$ cat src/rtl/port_irq_pkg.sv
package port_irq_pkg;
   typedef enum logic [1:0] {
      SEL_POLARITY = 2'd0,
      SEL_ENABLE   = 2'd1,
      SEL_FLAGS    = 2'd2,
      SEL_SPARE    = 2'd3
   } reg_sel_e;

   localparam int SEL_W = 2;
endpackage

$ cat src/rtl/pin_sync_chain.sv
module pin_sync_chain #(
   parameter int WIDTH  = 8,
   parameter int STAGES = 2
) (
   input  logic             clk,
   input  logic             rst_n,
   input  logic [WIDTH-1:0] raw_i,
   output logic [WIDTH-1:0] sync_o
);
   if (STAGES < 2) begin : g_bad_stages
      $error("pin_sync_chain: STAGES must be at least 2");
   end
   if (WIDTH < 1) begin : g_bad_width
      $error("pin_sync_chain: WIDTH must be positive");
   end

   logic [WIDTH-1:0] stage_q [STAGES];

   for (genvar s = 0; s < STAGES; s++) begin : g_stage
      if (s == 0) begin : g_first
         always_ff @(posedge clk or negedge rst_n) begin
            if (!rst_n) stage_q[s] <= '0;
            else        stage_q[s] <= raw_i;
         end
      end else begin : g_next
         always_ff @(posedge clk or negedge rst_n) begin
            if (!rst_n) stage_q[s] <= '0;
            else        stage_q[s] <= stage_q[s-1];
         end
      end
   end

   assign sync_o = stage_q[STAGES-1];
endmodule

$ cat src/rtl/pin_group_flags.sv
module pin_group_flags #(
   parameter int PINS = 8
) (
   input  logic            clk,
   input  logic            rst_n,
   input  logic [PINS-1:0] pin_sync_i,
   input  logic            pol_we_i,
   input  logic            en_we_i,
   input  logic            clr_we_i,
   input  logic [PINS-1:0] wdata_i,
   output logic [PINS-1:0] polarity_o,
   output logic [PINS-1:0] enable_o,
   output logic [PINS-1:0] flags_o,
   output logic            summary_o
);
   if (PINS < 1) begin : g_bad_pins
      $error("pin_group_flags: PINS must be positive");
   end

   logic [PINS-1:0] prev_q;
   logic [PINS-1:0] hit;
   logic [PINS-1:0] clr;
   logic [PINS-1:0] pol_q, en_q, flag_q;

   always_ff @(posedge clk or negedge rst_n) begin
      if (!rst_n) prev_q <= '0;
      else        prev_q <= pin_sync_i;
   end

   for (genvar p = 0; p < PINS; p++) begin : g_pin
      logic rise, fall;
      assign rise   = pin_sync_i[p] & ~prev_q[p];
      assign fall   = ~pin_sync_i[p] & prev_q[p];
      assign hit[p] = pol_q[p] ? fall : rise;
   end

   assign clr = clr_we_i ? wdata_i : '0;

   always_ff @(posedge clk or negedge rst_n) begin
      if (!rst_n) begin
         pol_q  <= '0;
         en_q   <= '0;
         flag_q <= '0;
      end else begin
         if (pol_we_i) pol_q <= wdata_i;
         if (en_we_i)  en_q  <= wdata_i;
         flag_q <= (flag_q & ~clr) | hit;
      end
   end

   assign polarity_o = pol_q;
   assign enable_o   = en_q;
   assign flags_o    = flag_q;
   assign summary_o  = |(flag_q & en_q);

   AST_FLAG_SETS_ON_EDGE: assert property (@(posedge clk) disable iff (!rst_n)
      (hit != '0) |=> ((flags_o & $past(hit)) == $past(hit)))
      else $error("flag missed an edge");
   AST_W1C_CLEARS: assert property (@(posedge clk) disable iff (!rst_n)
      ((clr & ~hit) != '0) |=> ((flags_o & $past(clr & ~hit)) == '0))
      else $error("flag not cleared");
   AST_SET_BEATS_CLEAR: assert property (@(posedge clk) disable iff (!rst_n)
      ((clr & hit) != '0) |=> ((flags_o & $past(clr & hit)) == $past(clr & hit)))
      else $error("clear beat set");
   AST_NO_SPURIOUS_FLAG: assert property (@(posedge clk) disable iff (!rst_n)
      1'b1 |=> ((flags_o & ~$past(flags_o) & ~$past(hit)) == '0))
      else $error("flag set without edge");
endmodule

$ cat src/rtl/port_irq_grouper.sv
module port_irq_grouper
   import port_irq_pkg::*;
#(
   parameter int NUM_GROUPS  = 2,
   parameter int PINS        = 8,
   parameter int DATA_W      = 8,
   parameter int SYNC_STAGES = 2,
   localparam int GRP_W      = $clog2(NUM_GROUPS + 1),
   localparam int ADDR_W     = GRP_W + SEL_W,
   localparam int TOTAL_PINS = NUM_GROUPS * PINS
) (
   input  logic                  clk,
   input  logic                  rst_n,
   input  logic [TOTAL_PINS-1:0] pins_i,
   input  logic                  reg_wr_i,
   input  logic [ADDR_W-1:0]     reg_addr_i,
   input  logic [DATA_W-1:0]     reg_wdata_i,
   output logic [DATA_W-1:0]     reg_rdata_o,
   output logic                  irq_o
);
   if (PINS > DATA_W) begin : g_bad_data_w
      $error("port_irq_grouper: DATA_W must hold one group");
   end
   if (NUM_GROUPS > DATA_W) begin : g_bad_groups
      $error("port_irq_grouper: DATA_W must hold the summary vector");
   end
   if (NUM_GROUPS < 1) begin : g_bad_count
      $error("port_irq_grouper: need at least one group");
   end

   logic [TOTAL_PINS-1:0] pins_sync;
   logic [GRP_W-1:0]      grp_idx;
   reg_sel_e              sel;
   logic [PINS-1:0]       pol_v  [NUM_GROUPS];
   logic [PINS-1:0]       en_v   [NUM_GROUPS];
   logic [PINS-1:0]       flag_v [NUM_GROUPS];
   logic [NUM_GROUPS-1:0] summary;
   logic                  irq_q;
   logic                  any_enabled_flag;

   assign grp_idx = reg_addr_i[ADDR_W-1:SEL_W];
   assign sel     = reg_sel_e'(reg_addr_i[SEL_W-1:0]);

   pin_sync_chain #(
      .WIDTH  (TOTAL_PINS),
      .STAGES (SYNC_STAGES)
   ) u_sync (
      .clk    (clk),
      .rst_n  (rst_n),
      .raw_i  (pins_i),
      .sync_o (pins_sync)
   );

   for (genvar g = 0; g < NUM_GROUPS; g++) begin : g_group
      logic hit_grp;
      assign hit_grp = reg_wr_i && (grp_idx == GRP_W'(g));

      pin_group_flags #(
         .PINS (PINS)
      ) u_group (
         .clk        (clk),
         .rst_n      (rst_n),
         .pin_sync_i (pins_sync[g*PINS +: PINS]),
         .pol_we_i   (hit_grp && (sel == SEL_POLARITY)),
         .en_we_i    (hit_grp && (sel == SEL_ENABLE)),
         .clr_we_i   (hit_grp && (sel == SEL_FLAGS)),
         .wdata_i    (reg_wdata_i[PINS-1:0]),
         .polarity_o (pol_v[g]),
         .enable_o   (en_v[g]),
         .flags_o    (flag_v[g]),
         .summary_o  (summary[g])
      );
   end

   always_comb begin
      reg_rdata_o = '0;
      for (int g = 0; g < NUM_GROUPS; g++) begin
         if (grp_idx == GRP_W'(g)) begin
            case (sel)
               SEL_POLARITY: reg_rdata_o[PINS-1:0] = pol_v[g];
               SEL_ENABLE:   reg_rdata_o[PINS-1:0] = en_v[g];
               SEL_FLAGS:    reg_rdata_o[PINS-1:0] = flag_v[g];
               default:      reg_rdata_o = '0;
            endcase
         end
      end
      if (grp_idx == GRP_W'(NUM_GROUPS) && sel == SEL_POLARITY)
         reg_rdata_o[NUM_GROUPS-1:0] = summary;
   end

   always_ff @(posedge clk or negedge rst_n) begin
      if (!rst_n) irq_q <= 1'b0;
      else        irq_q <= |summary;
   end
   assign irq_o = irq_q;

   always_comb begin
      any_enabled_flag = 1'b0;
      for (int g = 0; g < NUM_GROUPS; g++)
         any_enabled_flag = any_enabled_flag | (|(flag_v[g] & en_v[g]));
   end

   AST_IRQ_NEEDS_ENABLED_FLAG: assert property (@(posedge clk) disable iff (!rst_n)
      irq_o |-> $past(any_enabled_flag))
      else $error("request without enabled flag");
   AST_IRQ_FOLLOWS_FLAG: assert property (@(posedge clk) disable iff (!rst_n)
      any_enabled_flag |=> irq_o)
      else $error("request missing");
endmodule

$ cat config.mk
export PLATFORM = sky130hd
export DESIGN_NAME = port_irq_grouper
export DESIGN_NICKNAME = d
export VERILOG_FILES = /design/src/rtl/port_irq_pkg.sv /design/src/rtl/pin_sync_chain.sv /design/src/rtl/pin_group_flags.sv /design/src/rtl/port_irq_grouper.sv
export SDC_FILE = /design/constraint.sdc
export NUM_CORES = 1
export LEC_CHECK = 0
export BUFFER_PORTS_ARGS = -buffer_cell sky130_fd_sc_hd__buf_4
export CAP_MARGIN = 10
export CORE_AREA = 2 2 105 107
export CTS_CLUSTER_SIZE = 25
export DETAILED_ROUTE_END_ITERATION = 10
export DIE_AREA = 0 0 107 109
export PLACE_DENSITY = 0.58
export SLEW_MARGIN = 25
export SYNTH_ARGS = -nofsm -noshare
export SYNTH_HDL_FRONTEND = slang
export SYNTH_HIERARCHICAL = 1
export SYNTH_SLANG_ARGS = --single-unit
$ cat constraint.sdc
create_clock -name clk -period 1.25 [get_ports clk]
set_input_delay 0.25 -clock clk [delete_from_list [all_inputs] [get_ports clk]]
set_output_delay 0.25 -clock clk [all_outputs]
set_load 0.1 [all_outputs]
==> summary.txt, run 1 <==
Status
  • Outcome: finished with violations
  • Failing checks: setup timing

Route
  • Detailed Route WL: slightly above 9 mm
  • Routed vias: 2694
  • Pre-antenna DRT Iters: 4
  • 1st-iter DRT viols: around 120
  • Remaining DRCs: 0
  • Final antenna-violating net count: 0
  • Vias per Instance: between 4 and 5
  • DR WL/cell: around 17 um

Worst hold path
  • Hold Path Depth: 2
  • HP Class: primary input to register

Setup path
  • Critical path class: register to output pin
  • CP Launch Type: register
  • Worst setup EP type: output pin
  • Critical path, cell by cell: a22oi_2 > nand4_1 > a22o_4 > buf_12
  • Max stage delay on crit path: 0.41 ns
  • Slowest-stage cell, CP: dfrtp_1
  • CP Data Arrival Time: about 1.7 ns
  • Reg2Reg Depth: 4
  • Required @ worst endpoint: 1.00 ns
  • Max FO, Critical Path: 2

Global routing
  • Vias in the first global route: ~2.9k
  • First-pass GRT wire length: about 15 mm
  • Gr usage total: 0.175
  • Largest net degree at the start of global routing: 41
  • Grt total ovfl: 0
  • Antenna violations before repair: 0

Synth
  • Cells after Synth: 290
  • Cell area after synthesis: 4110 um2
  • Mux cell area share after synthesis: 0.134
  • Synth Area in XOR/XNOR: 0
  • Avg Cell Area, Syn: about 14 um2
  • Post-Syn Nets: around 320
  • Synth area leaders: dfrtp_1 59%, mux2_2 9.3%, a211o_1 3.4%, and3b_1 3.4%, buf_4 3.3%
  • Area share of the largest cell type after synthesis: 0.591
  • Synth Area in Adders: 0
  • Yosys reg bits: between 90 and 100
  • Yosys cell types: 31
  • Complex-gate fraction of the synthesized area: 0.143
  • Largest family of logic cells by synthesized area: compound AO/OA/AOI/OAI gates
  • Dominant cell type by area after synthesis: dfrtp_1
  • Yosys warnings: 6
  • Sequential fraction of the synthesis area: 0.591
  • Synth Area in Simple Gates: 0.0752

STA
  • Min Tclk post-route: 1.94 ns
  • Worst hold margin: around 0.15 ns
  • Fin. Hold Viols: 0
  • Slew Limit Fails: 0
  • Worst-Margin Slew: approximately 0.36 ns
  • Slew headroom: 0.756
  • Setup ws final: -0.692 ns
  • Unrepaired setup endpoints after global routing: yes
  • Skew final: between 0.015 and 0.02 ns
  • Tcrit/Tclk final: 1.55
  • Final setup vio count: 9
  • F_max: about 510 MHz

Layout
  • Number of antenna diodes: 0
  • Layout cells sized above 1: 0.521
  • Non-Filler Instances: approximately 550
  • Commonest non-fill, non-tap cell in the layout: dfrtp_1
  • Area growth, synth to finish: 43.5%
  • Final #Nets: ~430
  • Cell area after layout: 5900 um2
  • Final Util: 0.556
  • Commonest non-fill, non-tap cells in the layout: 95 x dfrtp_1, 90 x buf_4, 32 x mux2_4

Power and ir drop
  • Switch Pwr: 2190 uW
  • Worst IR Drop VDD: 1020 uV
  • Sw Share: 0.275
  • Power Density: approximately 1400 nW/um2
  • Register share of total power: 0.470
  • Logic pwr share: 0.256
  • Lkg Pwr: around 0.0026 uW
  • Clk pwr share: 0.275
  • Int Power: roughly 5800 uW

Die
  • Die Area: around 12000 um2
  • Die Ht: approximately 110 um
  • Initial Util: 0.388
  • # rows: 38
  • Die W: 107 um
  • I/O pin cnt: 40
  • Core area: 10600 um2

Job
  • Max-cap violations: 0

Clocking
  • Root Buffer Master: clkbuf_8
  • CTS tree: built
  • Clk buf depth: 2
  • H-tree lvl count: 3
  • Clk Latency, worst-skew pair: between 0.3 and 0.4 ns
  • TritonCTS Buffers: 9
  • Clk sinks: between 90 and 100
  • Clk slew on worst S/H paths: roughly 0.10 ns

Place
  • Port buffer count: 39
  • Dpl cells: 508
  • Final HPWL DP: 6.42 mm
  • DP Area: around 5200 um2
  • GP Congestion: 0.795
-- power groups by stage --
stage               Clock [uW]  Combinational, uW  Sequential [uW]
global route              2400               2190             3790
CTS                       2290               2030             3740
finish                    2190               2040             3740
floorplan                    0               1110             3730
detailed placement           0               1770             3780
global placement             0               1730             3770
-- what timing repair did --
action | in CTS | in global routing
setup buffers | 4 | 4
hold endpoints to repair | 38 | 0
gates cloned | 0 | 0
hold buffers | 17 | 0
setup endpoints to repair | 15 | 19
pin swaps | 12 | 14
resized for setup | 46 | 11
-- area by class of cell --
cell class,count,area (um2)
inverters,3,18.8
flip-flops and latches,97,2430
multi-input cells,163,1830
repair buffers,128,1230
well taps,140,175
clock inverters,3,46.3
fillers,874,4710
clock buffers,13,169
-- cells in the mapped netlist, drive strengths merged --
cell type	n
a211o	16
a211oi	8
a21boi	16
a21o	1
a221oi	6
a22o	2
a22oi	14
and2b	1
and3b	16
buf	27
dfrtp	97
inv	3
mux2	44
mux2i	4
nand2	1
nand3b	1
nand4	2
nor2	21
nor3	2
nor3b	2
nor4b	1
o221ai	2
or2	1
or2b	1
or3b	1
-- stage by stage --
stage / power [uW] / setup TNS [ns] / worst slack, ns
after floorplan: 4840 / -9.46 / -0.614
after global placement: 5500 / -19.79 / -0.512
after detailed placement: 5550 / -20.16 / -0.540
after CTS: 8060 / -5.36 / -0.723
after global routing: 8380 / -5.78 / -0.762
final: 7970 / -5.09 / -0.692
-- state kept, by name (all words and copies together) (netlist names) --
name                        flops
g_group.u_group/flags_o        16
irq_o                           1
g_group.u_group/polarity_o     16
g_group.u_group/enable_o       16
u_sync/stage_q                 16
g_group.u_group/prev_q         16
u_sync/sync_o                  16
-- critical path, delay by kind of cell (launching register included) --
family                 cells  cell delay (ns)
AO/OA/AOI/OAI              2             0.56
buffers and inverters      1             0.16
flip-flops                 1             0.41
AND/OR/NAND/NOR            1             0.17
-- worst paths after layout --
path                                           startpoint                              to  slack, ns
min in group asynchronous                           rst_n  g_group[1].u_group/enable_o[3]       0.28
min reg2reg                            u_sync/stage_q[19]                u_sync/sync_o[3]       0.35
min                                        reg_wdata_i[6]  g_group[1].u_group/enable_o[6]       0.15
max reg2reg                g_group[1].u_group/enable_o[2]                           irq_o      -0.11
max in group asynchronous                           rst_n   g_group[0].u_group/flags_o[6]       0.47
max                        g_group[1].u_group/enable_o[2]                  reg_rdata_o[1]      -0.69
-- layer usage --
metal  part of all wire  vias to the layer above  global-route usage
li1                   -                     1278                   -
met1               0.47                     1372               0.227
met2               0.48                       35               0.283
met3              0.032                        9              0.0502
met4              0.017                        0              0.0640
met5                  0                        -                   0
-- logic make-up after synthesis --
group	count (synthesis)
muxes	48
AOI/OAI and AO/OA	65
and+or+nand+nor	50
buffers and inverters	30
DFF	97
Power figures use the tool's default switching activity.
==> inputs of run 2 (changes only) <==
--- a/config.mk
+++ b/config.mk
@@ -7,11 +7,13 @@
 export LEC_CHECK = 0
 export BUFFER_PORTS_ARGS = -buffer_cell sky130_fd_sc_hd__buf_4
 export CAP_MARGIN = 10
+export CELL_PAD_IN_SITES_DETAIL_PLACEMENT = 1
+export CELL_PAD_IN_SITES_GLOBAL_PLACEMENT = 1
 export CORE_AREA = 2 2 105 107
 export CTS_CLUSTER_SIZE = 25
 export DETAILED_ROUTE_END_ITERATION = 10
 export DIE_AREA = 0 0 107 109
-export PLACE_DENSITY = 0.58
+export PLACE_DENSITY = 0.67
 export SLEW_MARGIN = 25
 export SYNTH_ARGS = -nofsm -noshare
 export SYNTH_HDL_FRONTEND = slang
==> run 2 against run 1 <==
  * The flow still finishes with violations (setup timing)
  * First-iteration DRC count decreased by 1.7%
  * Combinational power increased by 2%
  * Total power down 2.4%
  * Critical path type unchanged
==> summary.txt, run 2 (synthesis results as in run 1) <==
Status
  • Outcome: finished with violations (unchanged)
  • Failing checks: setup timing (unchanged)

Layout
  • Area growth, synth to finish: 44.7% (was 43.5%)
  • Commonest non-fill, non-tap cells in the layout: 98 x buf_4, 97 x dfrtp_1, 31 x mux2_4 (was 95 x dfrtp_1, 90 x buf_4, 32 x mux2_4)
  • Layout cells sized above 1: 0.520 (was 0.521)
  • Number of antenna diodes: 0 (unchanged)
  • Filler cell count: 1028 (was 874)
  • Non-Filler Instances: 557 (was 547)
  • Commonest non-fill, non-tap cell in the layout: buf_4 (was dfrtp_1)
  • Final #Nets: 444 (was 433)
  • Cell area after layout: 5950 um2 (was 5900 um2)

STA
  • Skew final: 0.0129 ns (was 0.0160 ns)
  • Worst-Margin Slew: 0.378 ns (was 0.364 ns)
  • Final setup vio count: 9 (unchanged)
  • Min Tclk post-route: 1.94 ns (about the same)
  • Setup ws final: -0.691 ns (was -0.692 ns)
  • Worst hold margin: 0.154 ns (was 0.147 ns)
  • Unrepaired setup endpoints after global routing: yes (unchanged)
  • Fin. Hold Viols: 0 (unchanged)
  • Slew Limit Fails: 0 (unchanged)
  • F_max: 515 MHz (about the same)
  • Tcrit/Tclk final: 1.55 (about the same)
  • Slew headroom: 0.748 (was 0.756)

Power and ir drop
  • Power Density: 1310 nW/um2 (was 1350 nW/um2)
  • Worst IR Drop VDD: 716 uV (was 1020 uV)
  • Lkg Pwr: 0.00266 uW (was 0.00262 uW)

Die
  • Die Area: 11700 um2 (unchanged)
  • # rows: 38 (unchanged)
  • Core area: 10600 um2 (unchanged)
  • Initial Util: 0.388 (unchanged)
  • Die W: 107 um (unchanged)
  • I/O pin cnt: 40 (unchanged)
  • Die Ht: 109 um (unchanged)

Route
  • Remaining DRCs: 0 (unchanged)
  • Routed vias: 2820 (was 2694)
  • 1st-iter DRT viols: 115 (was 117)
  • Final antenna-violating net count: 0 (unchanged)
  • Pre-antenna DRT Iters: 4 (unchanged)
  • Vias per Instance: 5.06 (was 4.93)
  • DR WL/cell: 18.4 um (was 16.7 um)
  • Detailed Route WL: 10.3 mm (was 9.16 mm)

Global routing
  • Vias in the first global route: 3127 (was 2880)
  • Antenna violations before repair: 0 (unchanged)
  • Gr usage total: 0.194 (was 0.175)
  • Largest net degree at the start of global routing: 30 (was 41)
  • First-pass GRT wire length: 16.8 mm (was 15.2 mm)
  • Grt total ovfl: 0 (unchanged)

Place
  • Port buffer count: 39 (unchanged)
  • GP Congestion: 0.806 (was 0.795)
  • Final HPWL DP: 7.18 mm (was 6.42 mm)
  • Dpl cells: 514 (was 508)
  • DP Area: 5270 um2 (was 5210 um2)

Setup path
  • Critical path class: register to output pin (unchanged)
  • Slowest-stage cell, CP: dfrtp_1 (unchanged)
  • Required @ worst endpoint: 1.00 ns (about the same)
  • CP Launch Type: register (unchanged)
  • Max FO, Critical Path: 2 (unchanged)
  • Worst setup EP type: output pin (unchanged)
  • CP Data Arrival Time: 1.69 ns (about the same)
  • Max stage delay on crit path: 0.40 ns (was 0.41 ns)
  • Critical path, cell by cell: a22oi_2 > nand4_1 > a22o_4 > buf_12 (unchanged)

Clocking
  • Root Buffer Master: clkbuf_8 (unchanged)
  • Clk sinks: 97 (unchanged)
  • TritonCTS Buffers: 9 (unchanged)
  • CTS tree: built (unchanged)
  • H-tree lvl count: 3 (unchanged)
  • Clk slew on worst S/H paths: 0.09 ns (was 0.10 ns)
  • Clk buf depth: 2 (unchanged)
  • Clk Latency, worst-skew pair: 0.38 ns (about the same)

Job
  • Max-cap violations: 0 (unchanged)

Worst hold path
  • HP Class: primary input to register (unchanged)
run 2: cell count changes in the layout (fill, tap and decap cells not counted), sizes merged:
cell,before,now
buf,111,121
clkinv,0,1
inv,4,3
run 2: report_power, final:
group	switching, uW	total [uW]	internal (uW)
registers	250	3740	3490
logic	890	2080	1190
clock network	1050	1960	914
run 2: what timing repair did:
action                     in CTS  in global routing
hold buffers                   17                  0
hold endpoints to repair       37                  0
setup endpoints to repair      19                 17
gates resized for setup        42                 12
pin swaps                      12                 14
cloned                          0                  1
setup buffers                   3                  9
run 2: final timing paths:
| path | startpoint | end | slack [ns] | cells past startpoint |
|---|---|---|---|---|
| max | g_group[1].u_group/flags_o[2] | reg_rdata_o[1] | -0.69 | 4 |
| min | reg_wdata_i[6] | g_group[0].u_group/polarity_o[6] | 0.15 | 2 |
| max reg2reg | g_group[1].u_group/flags_o[2] | irq_o | -0.10 | 4 |
| min reg2reg | u_sync/stage_q[25] | u_sync/sync_o[9] | 0.35 | 0 |
| max in group asynchronous | rst_n | g_group[0].u_group/prev_q[1] | 0.42 | 3 |
| min in group asynchronous | rst_n | g_group[1].u_group/prev_q[5] | 0.34 | 2 |
run 2: critical path: cells and delay by family, from the launching register on:
kind	cells	cell delay, ns
flops	1	0.40
buf+inv	1	0.16
simple gates	1	0.19
compound gates	2	0.55
run 2: final cells by class:
| cell class | instances | area (um2) | share of cell area |
|---|---|---|---|
| flip-flops and latches | 97 | 2430 | 0.408 |
| well taps | 140 | 175 | 0.0294 |
| clock inverters | 3 | 42.5 | 0.00715 |
| inverters | 3 | 18.8 | 0.00315 |
| repair buffers | 139 | 1340 | 0.225 |
| multi-input cells | 163 | 1810 | 0.305 |
| clock buffers | 12 | 135 | 0.0227 |
run 2: per-layer routing:
layer	GRT usage	up-vias	part of all wire
li1	-	1302	-
met1	0.236	1465	0.44
met2	0.338	45	0.52
met3	0.0550	8	0.031
met4	0.0594	0	0.011
met5	0	-	0
run 2: per-stage QoR:
stage	power (uW)	util	setup slack (ns)	setup TNS [ns]
finish	7780	0.561	-0.691	-5.14
detailed placement	5590	0.497	-0.545	-21.88
global placement	5500	0.497	-0.491	-21.03
CTS	7810	0.551	-0.729	-5.35
floorplan	4840	-	-0.614	-9.46
global route	8170	0.561	-0.764	-5.79
==> inputs of run 3 (changes only) <==
--- a/config.mk
+++ b/config.mk
@@ -9,11 +9,11 @@
 export CAP_MARGIN = 10
 export CELL_PAD_IN_SITES_DETAIL_PLACEMENT = 1
 export CELL_PAD_IN_SITES_GLOBAL_PLACEMENT = 1
-export CORE_AREA = 2 2 105 107
+export CORE_AREA = 5 5 108 110
 export CTS_CLUSTER_SIZE = 25
 export DETAILED_ROUTE_END_ITERATION = 10
-export DIE_AREA = 0 0 107 109
-export PLACE_DENSITY = 0.67
+export DIE_AREA = 0 0 113 115
+export PLACE_DENSITY = 0.65
 export SLEW_MARGIN = 25
 export SYNTH_ARGS = -nofsm -noshare
 export SYNTH_HDL_FRONTEND = slang
==> constraint.sdc (replaced) <==
create_clock -name clk -period 2.1 [get_ports clk]
set_input_delay 0.42 -clock clk [delete_from_list [all_inputs] [get_ports clk]]
set_output_delay 0.42 -clock clk [all_outputs]
set_load 0.1 [all_outputs]
==> run 3 against run 2 <==
  * The run now ends clean
  * Sequential power fell by 40%
  * Wire length fell by 12%
  * Core utilization fell by 7.7 points
  * First-iteration DRC count fell by 37%
  * Global-route usage fell by 4.5 points
  * Design area fell by 14%
  * Register-to-register slack improved by 0.96 ns
  * Sequential share of layout area rose by 6.6 points
  * Flip-flop and latch count did not move
  * Critical endpoint is now reg_rdata_o[3]
  * Non-clock buffer count fell by 66
  * Via count fell by 10%
==> summary.txt, run 3 (synthesis results as in run 1) <==
Status
  • Outcome: finished, final reports clean (was finished with violations)

Die
  • I/O pin cnt: 40 (unchanged)
  • Initial Util: 0.388 (unchanged)
  • Core area: 10600 um2 (unchanged)
  • Die W: 113 um (was 107 um)
  • Die Area: 13000 um2 (was 11700 um2)
  • # rows: 38 (unchanged)
  • Die Ht: 115 um (was 109 um)

Layout
  • Commonest non-fill, non-tap cells in the layout: 94 x dfrtp_1, 57 x buf_4, 33 x mux2_2 (was 98 x buf_4, 97 x dfrtp_1, 31 x mux2_4)
  • Final #Nets: 378 (was 444)
  • Commonest non-fill, non-tap cell in the layout: dfrtp_1 (was buf_4)
  • Number of antenna diodes: 0 (unchanged)
  • Final Util: 0.484 (was 0.561)
  • Area growth, synth to finish: 24.8% (was 44.7%)
  • Layout cells sized above 1: 0.452 (was 0.520)

Setup path
  • CP top delay family: flip-flops (was compound AO/OA/AOI/OAI gates)
  • Critical path class: register to output pin (unchanged)
  • WP depth: 4 (unchanged)
  • Worst setup EP type: output pin (unchanged)
  • Slowest-stage cell, CP: dfrtp_1 (unchanged)
  • Max FO, Critical Path: 4 (was 2)
  • CP Launch Type: register (unchanged)
  • Required @ worst endpoint: 1.68 ns (was 1.00 ns)
  • Reg2Reg Depth: 3 (was 4)
  • Max stage delay on crit path: 0.42 ns (was 0.40 ns)
  • CP Data Arrival Time: 1.64 ns (was 1.69 ns)
  • Crit path buffers/inverters: 1 (unchanged)
  • Critical path, cell by cell: mux2_4 > a221oi_2 > a211oi_4 > buf_6 (was a22oi_2 > nand4_1 > a22o_4 > buf_12)

Clocking
  • Clk buf depth: 2 (unchanged)
  • Clk slew on worst S/H paths: 0.10 ns (was 0.09 ns)
  • Root Buffer Master: clkbuf_8 (unchanged)
  • H-tree lvl count: 3 (unchanged)
  • Clk sinks: 97 (unchanged)
  • Clk Latency, worst-skew pair: 0.37 ns (was 0.38 ns)
  • TritonCTS Buffers: 9 (unchanged)
  • CTS tree: built (unchanged)

Route
  • Vias per Instance: 5.13 (was 5.06)
  • Detailed Route WL: 9.03 mm (was 10.3 mm)
  • Routed vias: 2524 (was 2820)
  • Pre-antenna DRT Iters: 4 (unchanged)
  • Remaining DRCs: 0 (unchanged)
  • Final antenna-violating net count: 0 (unchanged)
  • 1st-iter DRT viols: 72 (was 115)
  • DR WL/cell: 18.4 um (about the same)

STA
  • Tcrit/Tclk final: 0.982
  • Min Tclk post-route: 2.06 ns
  • Worst-Margin Slew: 0.464 ns (was 0.378 ns)
  • Skew final: 0.0100 ns (was 0.0129 ns)
  • Final setup vio count: 0 (was 9)
  • Slew headroom: 0.690 (was 0.748)
  • Slew Limit Fails: 0 (unchanged)
  • Unrepaired setup endpoints after global routing: yes (unchanged)
  • Fin. Hold Viols: 0 (unchanged)
  • Worst hold margin: 0.152 ns (was 0.154 ns)
  • F_max: 485 MHz

Global routing
  • Grt total ovfl: 0 (unchanged)
  • Largest net degree at the start of global routing: 39 (was 30)
  • Antenna violations before repair: 0 (unchanged)
  • Gr usage total: 0.149 (was 0.194)
  • First-pass GRT wire length: 14.9 mm (was 16.8 mm)
  • Vias in the first global route: 2846 (was 3127)

Power and ir drop
  • Worst IR Drop VDD: 428 uV (was 716 uV)
  • Lkg Pwr: 0.00223 uW (was 0.00266 uW)
  • Power Density: 848 nW/um2 (was 1310 nW/um2)

Worst hold path
  • HP Class: primary input to register (unchanged)
  • Hold Path Depth: 1 (was 2)

Place
  • Final HPWL DP: 6.50 mm (was 7.18 mm)
  • Port buffer count: 39 (unchanged)
  • GP Congestion: 0.789 (was 0.806)

Job
  • Max-cap violations: 0 (unchanged)
==> run 3: final timing paths <==
kind,from,endpoint,slack [ns]
min reg2reg,u_sync/stage_q[27],u_sync/sync_o[11],0.35
min in group asynchronous,rst_n,u_sync/stage_q[20],0.53
min,pins_i[9],u_sync/stage_q[25],0.15
max reg2reg,g_group[1].u_group/flags_o[4],irq_o,0.86
max in group asynchronous,rst_n,u_sync/stage_q[19],0.96
max,g_group[0].u_group/polarity_o[3],reg_rdata_o[3],0.04
==> run 3: what timing repair did <==
action | 4_1_cts | 5_1_grt
gates resized for setup | 22 | 15
setup endpoints to repair | 8 | 8
endpoints found under the hold margin | 29 | 0
hold buffers | 1 | 0
buffers inserted | 1 | 8
pin swaps | 1 | 4
==> run 3: cell type report <==
cell class,count,area (um2)
Clock buffer,10,138
Multi-Input combinational cell,163,1620
Fill cell,1075,5470
Inverter,3,11.3
Sequential cell,97,2430
Clock inverter,6,65.1
Timing Repair Buffer,73,686
Tap cell,140,175
==> run 3: through the flow <==
stage	worst slack [ns]	cell area (um2)	TNS, ns	total power [uW]	instances
final	0.0380	5130	0	4350	492
after global routing	-0.0498	5130	-0.156	4590	492
after CTS	-0.000713	4980	-0.000713	4330	484
after detailed placement	-0.0914	4630	-0.287	3020	466
after global placement	-0.0276	4630	-0.0780	2990	466
after floorplan	-0.128	4160	-0.771	2770	290
==> run 3: worst reg2reg max path, stage by stage, from the launching register on <==
cell     delay [ns]
dfrtp_1        0.42
a22oi_2        0.26
nand4_1        0.14
or2_2          0.29
==> run 3: where the power goes <==
group          total, uW  switching (uW)  internal [uW]  leakage (uW)
Combinational        849             405            444       0.00102
Clock               1240             649            587      0.000103
Sequential          2260             189           2080       0.00110
==> run 3: layer usage <==
metal | routed length [um] | track usage | vias up
met5 | 0 | 0 | -
met3 | 249 | 0.0389 | 12
met2 | 4630 | 0.258 | 35
met4 | 138 | 0.0473 | 0
li1 | - | - | 1160
met1 | 4020 | 0.183 | 1317
